===== config.mk =====
export PLATFORM = sky130hd
export DESIGN_NAME = seg_desc_loader
export DESIGN_NICKNAME = d
export VERILOG_FILES = /design/src/rtl/seg_pkg.sv /design/src/rtl/seg_field_unpack.sv /design/src/rtl/seg_priv_check.sv /design/src/rtl/seg_state_reg.sv /design/src/rtl/seg_desc_loader.sv
export SDC_FILE = /design/constraint.sdc
export NUM_CORES = 1
export LEC_CHECK = 0
export BUFFER_PORTS_ARGS = -buffer_cell sky130_fd_sc_hd__buf_2
export CAP_MARGIN = 20
export CORE_AREA = 2 2 103 105
export DETAILED_ROUTE_END_ITERATION = 10
export DIE_AREA = 0 0 105 107
export PLACE_DENSITY = 0.78
export SETUP_SLACK_MARGIN = 0.15
export SLEW_MARGIN = 20
export SYNTH_ARGS = -nofsm -noshare
export SYNTH_HDL_FRONTEND = slang
export SYNTH_SLANG_ARGS = --single-unit

===== constraint.sdc =====
create_clock -name clk -period 0.8 [get_ports clk]
set_clock_uncertainty 0.1 [all_clocks]
set_input_delay 0.08 -clock clk [delete_from_list [all_inputs] [get_ports clk]]
set_output_delay 0.08 -clock clk [all_outputs]
set_load 0.01 [all_outputs]

===== src/rtl/seg_pkg.sv =====
package seg_pkg;
  localparam int DESC_W = 64;
  localparam int SEL_W  = 16;
  localparam int BASE_W = 32;
  localparam int LIM_W  = 32;
  localparam int RAWL_W = 20;
  localparam int ATTR_W = 11;

  typedef enum logic [1:0] {
    CHK_NONE  = 2'd0,
    CHK_STACK = 2'd1,
    CHK_RET   = 2'd2,
    CHK_RSVD  = 2'd3
  } chk_mode_e;

  // Type and privilege fields needed by the checks.
  typedef struct packed {
    logic       sys_n;    // 1 = code or data descriptor
    logic       present;
    logic       is_code;
    logic       rw;       // code: readable, data: writable
    logic       ce;       // code: conforming, data: expand-down
    logic [1:0] dpl;
  } desc_flags_t;

  function automatic logic sel_is_null(input logic [SEL_W-1:0] sel);
    return (sel[SEL_W-1:2] == '0);
  endfunction

  function automatic logic [BASE_W-1:0] join_base(input logic [DESC_W-1:0] d);
    return {d[63:56], d[39:16]};
  endfunction

  function automatic logic [RAWL_W-1:0] raw_limit(input logic [DESC_W-1:0] d);
    return {d[51:48], d[15:0]};
  endfunction

  function automatic logic [ATTR_W-1:0] build_attr(input logic [DESC_W-1:0] d);
    logic [ATTR_W-1:0] a;
    a       = '0;
    a[1:0]  = d[46:45];
    a[2]    = d[54];
    a[9]    = d[52];
    a[10]   = d[40];
    if (d[43]) begin
      a[3] = 1'b1;
      a[4] = d[41];
      a[7] = d[53];
      a[8] = d[42];
    end else begin
      a[4] = 1'b1;
      a[5] = d[41];
      a[6] = d[42];
    end
    return a;
  endfunction

  function automatic desc_flags_t get_flags(input logic [DESC_W-1:0] d);
    desc_flags_t f;
    f.sys_n   = d[44];
    f.present = d[47];
    f.is_code = d[43];
    f.rw      = d[41];
    f.ce      = d[42];
    f.dpl     = d[46:45];
    return f;
  endfunction
endpackage


===== src/rtl/seg_field_unpack.sv =====
module seg_field_unpack
  import seg_pkg::*;
#(
  parameter int GRAN_SHIFT = 12
) (
  input  logic [DESC_W-1:0] desc_i,
  output logic [BASE_W-1:0] base_o,
  output logic [LIM_W-1:0]  limit_o,
  output logic [ATTR_W-1:0] attr_o,
  output desc_flags_t       flags_o
);
  localparam logic [LIM_W-1:0] FILL = (LIM_W'(1) << GRAN_SHIFT) - LIM_W'(1);

  logic [LIM_W-1:0] raw_ext;
  logic             gran;

  assign raw_ext = LIM_W'(raw_limit(desc_i));
  assign gran    = desc_i[55];

  assign base_o  = join_base(desc_i);
  assign limit_o = gran ? ((raw_ext << GRAN_SHIFT) | FILL) : raw_ext;
  assign attr_o  = build_attr(desc_i);
  assign flags_o = get_flags(desc_i);
endmodule


===== src/rtl/seg_priv_check.sv =====
module seg_priv_check
  import seg_pkg::*;
(
  input  chk_mode_e   mode_i,
  input  logic        null_i,
  input  logic [1:0]  rpl_i,
  input  logic [1:0]  cpl_i,
  input  logic        long64_i,
  input  desc_flags_t flags_i,
  output logic        gp_o,
  output logic        ss_o,
  output logic        np_o
);
  logic stack_bad;
  logic ret_bad;

  assign stack_bad = !flags_i.sys_n || flags_i.is_code || !flags_i.rw ||
                     (flags_i.dpl != cpl_i) || (rpl_i != cpl_i);
  assign ret_bad   = null_i || (rpl_i < cpl_i) || !flags_i.sys_n || !flags_i.is_code ||
                     (!flags_i.ce && (flags_i.dpl != rpl_i)) ||
                     (flags_i.ce && (flags_i.dpl > rpl_i));

  always_comb begin
    gp_o = 1'b0;
    ss_o = 1'b0;
    np_o = 1'b0;
    case (mode_i)
      CHK_STACK: begin
        if (null_i)              gp_o = !(long64_i && (cpl_i != 2'd3));
        else if (stack_bad)      gp_o = 1'b1;
        else if (!flags_i.present) ss_o = 1'b1;
      end
      CHK_RET: begin
        if (ret_bad)             gp_o = 1'b1;
        else if (!flags_i.present) np_o = 1'b1;
      end
      default: ;
    endcase
  end
endmodule


===== src/rtl/seg_state_reg.sv =====
module seg_state_reg
  import seg_pkg::*;
(
  input  logic              clk,
  input  logic              rst_n,
  input  logic              load_i,
  input  logic              commit_i,
  input  logic              zf_en_i,
  input  logic              null_i,
  input  logic [BASE_W-1:0] base_i,
  input  logic [LIM_W-1:0]  limit_i,
  input  logic [ATTR_W-1:0] attr_i,
  input  logic              gp_i,
  input  logic              ss_i,
  input  logic              np_i,
  input  logic              derr_i,
  input  logic [SEL_W-1:0]  sel_i,
  output logic [BASE_W-1:0] base_o,
  output logic [LIM_W-1:0]  limit_o,
  output logic [ATTR_W-1:0] attr_o,
  output logic              zf_o,
  output logic              gp_o,
  output logic              ss_o,
  output logic              np_o,
  output logic              derr_o,
  output logic [SEL_W-1:0]  err_o
);
  logic any_fault;
  assign any_fault = gp_i | ss_i | np_i;

  always_ff @(posedge clk or negedge rst_n) begin
    if (!rst_n) begin
      base_o  <= '0;
      limit_o <= '0;
      attr_o  <= '0;
    end else if (commit_i) begin
      base_o  <= base_i;
      limit_o <= limit_i;
      attr_o  <= attr_i;
    end
  end

  always_ff @(posedge clk or negedge rst_n) begin
    if (!rst_n)                 zf_o <= 1'b0;
    else if (load_i && zf_en_i) zf_o <= null_i;
  end

  always_ff @(posedge clk or negedge rst_n) begin
    if (!rst_n) begin
      gp_o   <= 1'b0;
      ss_o   <= 1'b0;
      np_o   <= 1'b0;
      derr_o <= 1'b0;
      err_o  <= '0;
    end else begin
      gp_o   <= load_i & gp_i;
      ss_o   <= load_i & ss_i;
      np_o   <= load_i & np_i;
      derr_o <= load_i & derr_i;
      err_o  <= (load_i && any_fault) ? sel_i : '0;
    end
  end
endmodule


===== src/rtl/seg_desc_loader.sv =====
module seg_desc_loader
  import seg_pkg::*;
#(
  parameter int GRAN_SHIFT = 12
) (
  input  logic              clk,
  input  logic              rst_n,
  input  logic              load_i,
  input  logic [63:0]       desc_i,
  input  logic [15:0]       sel_i,
  input  logic [1:0]        cpl_i,
  input  logic              long64_i,
  input  logic [1:0]        chk_mode_i,
  input  logic              zf_en_i,
  output logic [31:0]       base_o,
  output logic [31:0]       limit_o,
  output logic [10:0]       attr_o,
  output logic              zf_o,
  output logic              gp_fault_o,
  output logic              ss_fault_o,
  output logic              np_fault_o,
  output logic              desc_err_o,
  output logic [15:0]       err_code_o
);
  logic [BASE_W-1:0] new_base_w;
  logic [LIM_W-1:0]  new_limit_w;
  logic [ATTR_W-1:0] new_attr_w;
  desc_flags_t       flags_w;
  logic              null_sel_w;
  logic              gp_w, ss_w, np_w;
  logic              derr_w;
  logic              commit_w;

  assign null_sel_w = sel_is_null(sel_i);
  assign derr_w     = !null_sel_w && (!flags_w.sys_n || !flags_w.present);
  assign commit_w   = load_i && !null_sel_w && !derr_w && !(gp_w | ss_w | np_w);

  seg_field_unpack #(.GRAN_SHIFT(GRAN_SHIFT)) u_unpack (
    .desc_i  (desc_i),
    .base_o  (new_base_w),
    .limit_o (new_limit_w),
    .attr_o  (new_attr_w),
    .flags_o (flags_w)
  );

  seg_priv_check u_check (
    .mode_i   (chk_mode_e'(chk_mode_i)),
    .null_i   (null_sel_w),
    .rpl_i    (sel_i[1:0]),
    .cpl_i    (cpl_i),
    .long64_i (long64_i),
    .flags_i  (flags_w),
    .gp_o     (gp_w),
    .ss_o     (ss_w),
    .np_o     (np_w)
  );

  seg_state_reg u_state (
    .clk      (clk),
    .rst_n    (rst_n),
    .load_i   (load_i),
    .commit_i (commit_w),
    .zf_en_i  (zf_en_i),
    .null_i   (null_sel_w),
    .base_i   (new_base_w),
    .limit_i  (new_limit_w),
    .attr_i   (new_attr_w),
    .gp_i     (gp_w),
    .ss_i     (ss_w),
    .np_i     (np_w),
    .derr_i   (derr_w),
    .sel_i    (sel_i),
    .base_o   (base_o),
    .limit_o  (limit_o),
    .attr_o   (attr_o),
    .zf_o     (zf_o),
    .gp_o     (gp_fault_o),
    .ss_o     (ss_fault_o),
    .np_o     (np_fault_o),
    .derr_o   (desc_err_o),
    .err_o    (err_code_o)
  );
endmodule


After elaboration in Yosys (flattened, before gate mapping)

Index checks and enable logic that the tools add are counted.

Flip-flop bits (word level): 96
Bits of input ports: 89
Output and inout bits: 96

Order comparisons: 2
Equal/unequal tests: 6
Multiplexer cells: 16
Bitwise logic cells: 6
Reductions and logical operators: 29

Operators by type and width:

| kind                 | number |
|---|---|
| $mux W32             | 1 |
| $mux W16             | 1 |
| $logic_not A14 Y1    | 1 |
| $mux W1              | 11 |
| $logic_or A1 B1 Y1   | 10 |
| $logic_and A1 B1 Y1  | 9 |
| $logic_not A1 Y1     | 9 |
| $ne A2 B2 Y1         | 3 |
| $and A1 B1 Y1        | 4 |
| $mux W2              | 2 |
| $eq A2 B1 Y1 const B | 1 |
| $eq A2 B2 Y1 const B | 1 |
| $gt A2 B2 Y1         | 1 |
| $lt A2 B2 Y1         | 1 |
| $ne A2 B2 Y1 const B | 1 |
| $or A1 B1 Y1         | 2 |
| $pmux W1 S2          | 1 |

Logic depth before layout (Yosys ltp)

Depth after elaboration: 12
Gate-level depth with buffers: 9

Hierarchy

A second synthesis with hierarchy kept.

Cell total of the unflattened synthesis: 330
Area total of the unflattened synthesis: 4,440.5 µm²

Modules (own cells, without submodules):

| module           | times used | cells an instance | area an instance (µm²) | sequential area each (µm²) |
|---|---|---|---|---|
| seg_state_reg    | 1          | 205               | 3,480.8                | 2,402.3 |
| seg_field_unpack | 1          | 85                | 655.6                  | 0.0 |
| seg_priv_check   | 1          | 31                | 229.0                  | 0.0 |
| seg_desc_loader  | 1          | 9                 | 75.1                   | 0.0 |

Least setup slack after synthesis

Ideal clock, no wire load.

Kind: input -> register
From: input cpl_i[1]
To: register u_state.attr_o[0]
Arrival: 1,665 ps
Required time: 575 ps
Path slack: -1,090 ps
Cell stages on the path: 9
Path buffers: 2
Cells stage by stage: inv_1 ha_1 nor2b_1 o21ai_0 nor2_1 o211ai_2 buf_12 buf_12 mux2_4

Word-level cells in the longest chain between the ends: 12
Elaborated cells on any way between the ends: 26
Those cells by class: order compare (1); eq/ne (3); mux (9); bitwise (2); reduce/logical (11)

RTL lines:

| element                          | line                  | RTL |
|---|---|---|
| start: declaration               | seg_desc_loader.sv:11 | `input logic [1:0] cpl_i,` |
| $lt A2 B2 Y1                     | seg_priv_check.sv:19  | `assign ret_bad = null_i \|\| (rpl_i < cpl_i) \|\| !flags_i.sys_n \|\| !flags_i.is_code \|\|` |
| $logic_or A1 B1 Y1 (4 in series) | seg_priv_check.sv:19  |  |
| $logic_or A1 B1 Y1               | seg_priv_check.sv:20  | `(!flags_i.ce && (flags_i.dpl != rpl_i)) \|\|` |
| $mux W1                          | seg_priv_check.sv:34  | `if (ret_bad) gp_o = 1'b1;` |
| $pmux W1 S2                      | seg_priv_check.sv:27  | `case (mode_i)` |
| $or A1 B1 Y1                     | seg_desc_loader.sv:36 | `assign commit_w = load_i && !null_sel_w && !derr_w && !(gp_w \| ss_w \| np_w);` |
| $or A1 B1 Y1 *                   | seg_desc_loader.sv:36 |  |
| $logic_not A1 Y1 *               | seg_desc_loader.sv:36 |  |
| $logic_and A1 B1 Y1 *            | seg_desc_loader.sv:36 |  |
| end signal: assignment           | seg_state_reg.sv:39   | `attr_o <= attr_i;` |
| end: declaration                 | seg_state_reg.sv:20   | `output logic [ATTR_W-1:0] attr_o,` |

Every way passes the cells marked *; elsewhere a longest branch is shown, timed or not.
A chain may end at the register's enable or synchronous reset.

Final worst setup path

From: input cpl_i[1]
To: register u_state.limit_o[11]

Word-level cells in the longest chain between the ends: 12
Elaborated cells on any way between the ends: 26
Those cells by class: order compare (1); eq/ne (3); mux (9); bitwise (2); reduce/logical (11)

RTL lines:

| element                          | line                  | RTL |
|---|---|---|
| $lt A2 B2 Y1                     | seg_priv_check.sv:19  |  |
| $logic_or A1 B1 Y1 (4 in series) | seg_priv_check.sv:19  |  |
| $logic_or A1 B1 Y1               | seg_priv_check.sv:20  |  |
| $mux W1                          | seg_priv_check.sv:34  |  |
| $pmux W1 S2                      | seg_priv_check.sv:27  |  |
| $or A1 B1 Y1                     | seg_desc_loader.sv:36 |  |
| $or A1 B1 Y1 *                   | seg_desc_loader.sv:36 |  |
| $logic_not A1 Y1 *               | seg_desc_loader.sv:36 |  |
| $logic_and A1 B1 Y1 *            | seg_desc_loader.sv:36 |  |
| end signal: assignment           | seg_state_reg.sv:38   | `limit_o <= limit_i;` |
| end: declaration                 | seg_state_reg.sv:19   | `output logic [LIM_W-1:0] limit_o,` |

Marked as above.

==> summary.md <==
| Metric | Value |
|---|---|
| Cell Rows | 37 |
| Simple-gate share of the synthesized area | 8.18% |
| Setup-failing EPs final | 191 |
| Syn Inst Count | 333 |
| N_diodes | 0 |
| Final Hold Fails | 175 |
| Grt ovf | 0 |
| Area growth syn-to-layout | 61.8% |
| Pwr Density | 2080 nW/um2 |
| Cell variety after synth | 32 |
| Hold WS | -561 ps |
| Port Buffers | 184 |
| Vias | 3598 |
| Global-route wire length before repair | 18200 um |
| Net count after synthesis | 428 |
| Number of global-route vias before repair | 3779 |
| Fin crit period | 1630 ps |
| Mapped Area | 4270 um2 |
| Top cells by count, synth | dfrtp_1, nand2_1, inv_1, mux2_2, mux2i_1 |
| Max-Cap Viols | 0 |
| Total CTS buffers | 9 |
| Post-Synth XOR/XNOR Area | 0.411% |
| Slowest CP cell | ha_4 |
| Largest net degree at the start of global routing | 41 |
| CP max FO | 6 |
| Vias/cell | 4.70 |
| Buf/Inv on CP | 7 |
| NumNets Final | 719 |
| Leading area contributor after synthesis | dfrtp_1 |
| Initial antenna violation count | 0 |
| Pre-Repair DR Iteration Count | 4 |
| Max stage delay on crit path | 260 ps |
| Crit-path cells | buf_12, inv_12, ha_4, buf_6, and4b_1, nand4b_1, nand2_2, o211ai_4, buf_6, buf_12, buf_16, buf_12, mux2i_4 |
| Yosys warns | 0 |
| Core area | 10100 um2 |
| CP most frequent cell | buf_12 |
| Synth async-reset ratio | 100% |
| CTS sink cnt | 96 |
| Tcrit/Tclk final | 204% |
| Worst vdd ir | 1.06 mV |
| Fillers | 727 |
| Slew @ Worst Pin | 346 ps |
| Setup CP Type | input port to register |
| Synth Flop Type | dfrtp_1 |
| Slew Viols, Final | 0 |
| Crit path arrival time | 1780 ps |
| Complex-gate fraction of the synthesized area | 3.34% |
| Max clock buf depth | 2 |
| Share of the synthesized area in the top cell type | 56.3% |
| Dpl ws | -1300 ps |
| Final wirelength | 12200 um |
| Fmax | 613 MHz |
| Mux cell area share after synthesis | 23.5% |
| Final non-filler cell total | 765 |
| Setup crit end kind | register |
| Starting Density | 42.3% |
| GPL Wtd Cong | 0.798 |
| Die extent in y | 107 um |
| Die area | 11200 um2 |
| # DRC | 0 |
| Leak | 3.80 nW |
| Ranking of synthesized cells by area | dfrtp_1, mux2_2, mux2_4 |
| GRT Resource Usage Total | 20.3% |
| Critical Path Start Type | input port |
| Placed Cells | 696 |
| Clk root buf | clkbuf_8 |
| CTS tree | yes |
| Routed WL per cell | 15.9 um |
| Detail Route Antenna Nets | 0 |
| Syn avg cell area | 12.8 um2 |
| Sequential share of the synthesized area | 56.3% |
| Clk Latency, worst-skew pair | 360 ps |
| Status | complete, but fails checks |
| CP required | 950 ps |
| Io pins | 185 |
| Main combinational cell family by area after synthesis | multiplexers |
| Unrepaired setup endpoints after global routing | true |
| Clk slew on worst S/H paths | 100 ps |
| Path category of the worst min-delay check | input port to async pin |
| Synthesized flop and latch total | 96 |
| Multi-input logic area | 1790 um2 |
| Setup ws final | -831 ps |
| Most common cell in the netlist | dfrtp_1 |
| CP delay by family, top | buffers and inverters |
| Violated checks | hold timing, setup timing |
| DP Wirelength | 7780 um |
| DIE WIDTH | 105 um |
| 1st-iter DRT viols | 153 |
| Slew HR | 76.7% |
| EDFF count, synth | 0 |
| Total area of sequential cells | 2400 um2 |
| Synth Area in Adders | 1.76% |
| Layout cells sized above 1 | 62.6% |
| H-tree depth | 3 |
-- registers in the layout, indices dropped and copies added, names as in the netlist --
| register | cells |
|---|---|
| u_state.ss_o | 1 |
| u_state.derr_o | 1 |
| u_state.zf_o | 1 |
| u_state.gp_o | 1 |
| u_state.limit_o | 32 |
| u_state.base_o | 32 |
| u_state.attr_o | 11 |
| u_state.np_o | 1 |
| u_state.err_o | 16 |
-- repair_timing --
action / CTS / global route
setup endpoints to repair: 192 / 192
gates resized for setup: 70 / 24
gates cloned: 3 / 1
pin swaps: 3 / 4
buffers inserted: 27 / 22
hold endpoints to repair: 181 / 175
-- cells by family (layout without fill, tap and decap cells) --
group / Yosys count / after routing
DFF: 96 / 96
muxes: 84 / 84
and+or+nand+nor: 74 / 74
buffers and inverters: 49 / 345
AOI/OAI and AO/OA: 22 / 22
adders and majority gates: 6 / 6
xor gates and xnor gates: 2 / 2
-- area by class of cell --
type,instances,share of cell area (%)
Inverter,34,2.07
Tap cell,136,2.47
Clock inverter,6,0.616
Timing Repair Buffer,295,32.1
Multi-Input combinational cell,188,26.0
Clock buffer,10,1.99
Sequential cell,96,34.8
-- routing by layer --
layer	routed length, um	vias to the layer above	track usage (%)
met4	220	0	5.62
met5	0	-	0
li1	-	1687	-
met1	4650	1752	23.9
met3	636	22	4.13
met2	6680	137	37.7
-- through the flow --
stage	instance area (um2)	hold slack, ps	power, mW	utilization (%)	TNS [ps]
after global placement	5820	-173	9.94	57.6	-106920
final	6900	-561	14.4	68.4	-95420
after detailed placement	5820	-170	10.1	57.6	-110010
after floorplan	4350	-316	8.09	-	-80210
after global routing	6900	-579	15.1	68.4	-103710
after CTS	6600	-568	13.9	65.4	-90490
-- cell usage in the layout (no fill, tap or decap), types with 3 or more instances in the layout --
cell type / synthesis / final
a21oi_1: 16 / 16
clkbuf_8: 0 / 10
buf_16: 0 / 3
buf_8: 0 / 4
nor2b_1: 5 / 5
nor4_4: 0 / 3
buf_2: 0 / 154
nand2_1: 37 / 36
mux2_4: 24 / 33
mux2_2: 34 / 25
dfrtp_1: 96 / 96
buf_6: 2 / 44
ha_1: 6 / 3
buf_12: 4 / 9
and3_4: 0 / 3
mux2i_1: 26 / 23
inv_1: 34 / 32
nor2_1: 14 / 13
buf_4: 3 / 80
-- worst reg2reg max path: stages, from the launching register on --
cell,delay (ps)
dfrtp_1,410
buf_4,140
buf_4,120
mux2_4,240
-- worst paths after layout --
| check | start | to | slack [ps] | depth (start not counted) |
|---|---|---|---|---|
| setup / recovery | cpl_i[1] | u_state.limit_o[11] | -830 | 13 |
| hold / removal | rst_n | u_state.limit_o[4] | -560 | 1 |
| setup reg to reg | u_state.limit_o[13] | u_state.limit_o[13] | -330 | 3 |
| hold reg to reg | u_state.base_o[29] | u_state.base_o[29] | 410 | 1 |
| max in group asynchronous | rst_n | u_state.err_o[4] | 710 | 2 |
| min in group clk | sel_i[7] | u_state.err_o[7] | -170 | 3 |
-- power by group --
group / leakage, nW / internal, mW / switching, mW / total (mW)
Sequential: 1.17 / 5.76 / 0.538 / 6.30
Clock: 0.0887 / 1.22 / 1.71 / 2.93
Combinational: 2.54 / 3.12 / 2.03 / 5.15
Note: power is estimated with default switching activity, not from simulation.
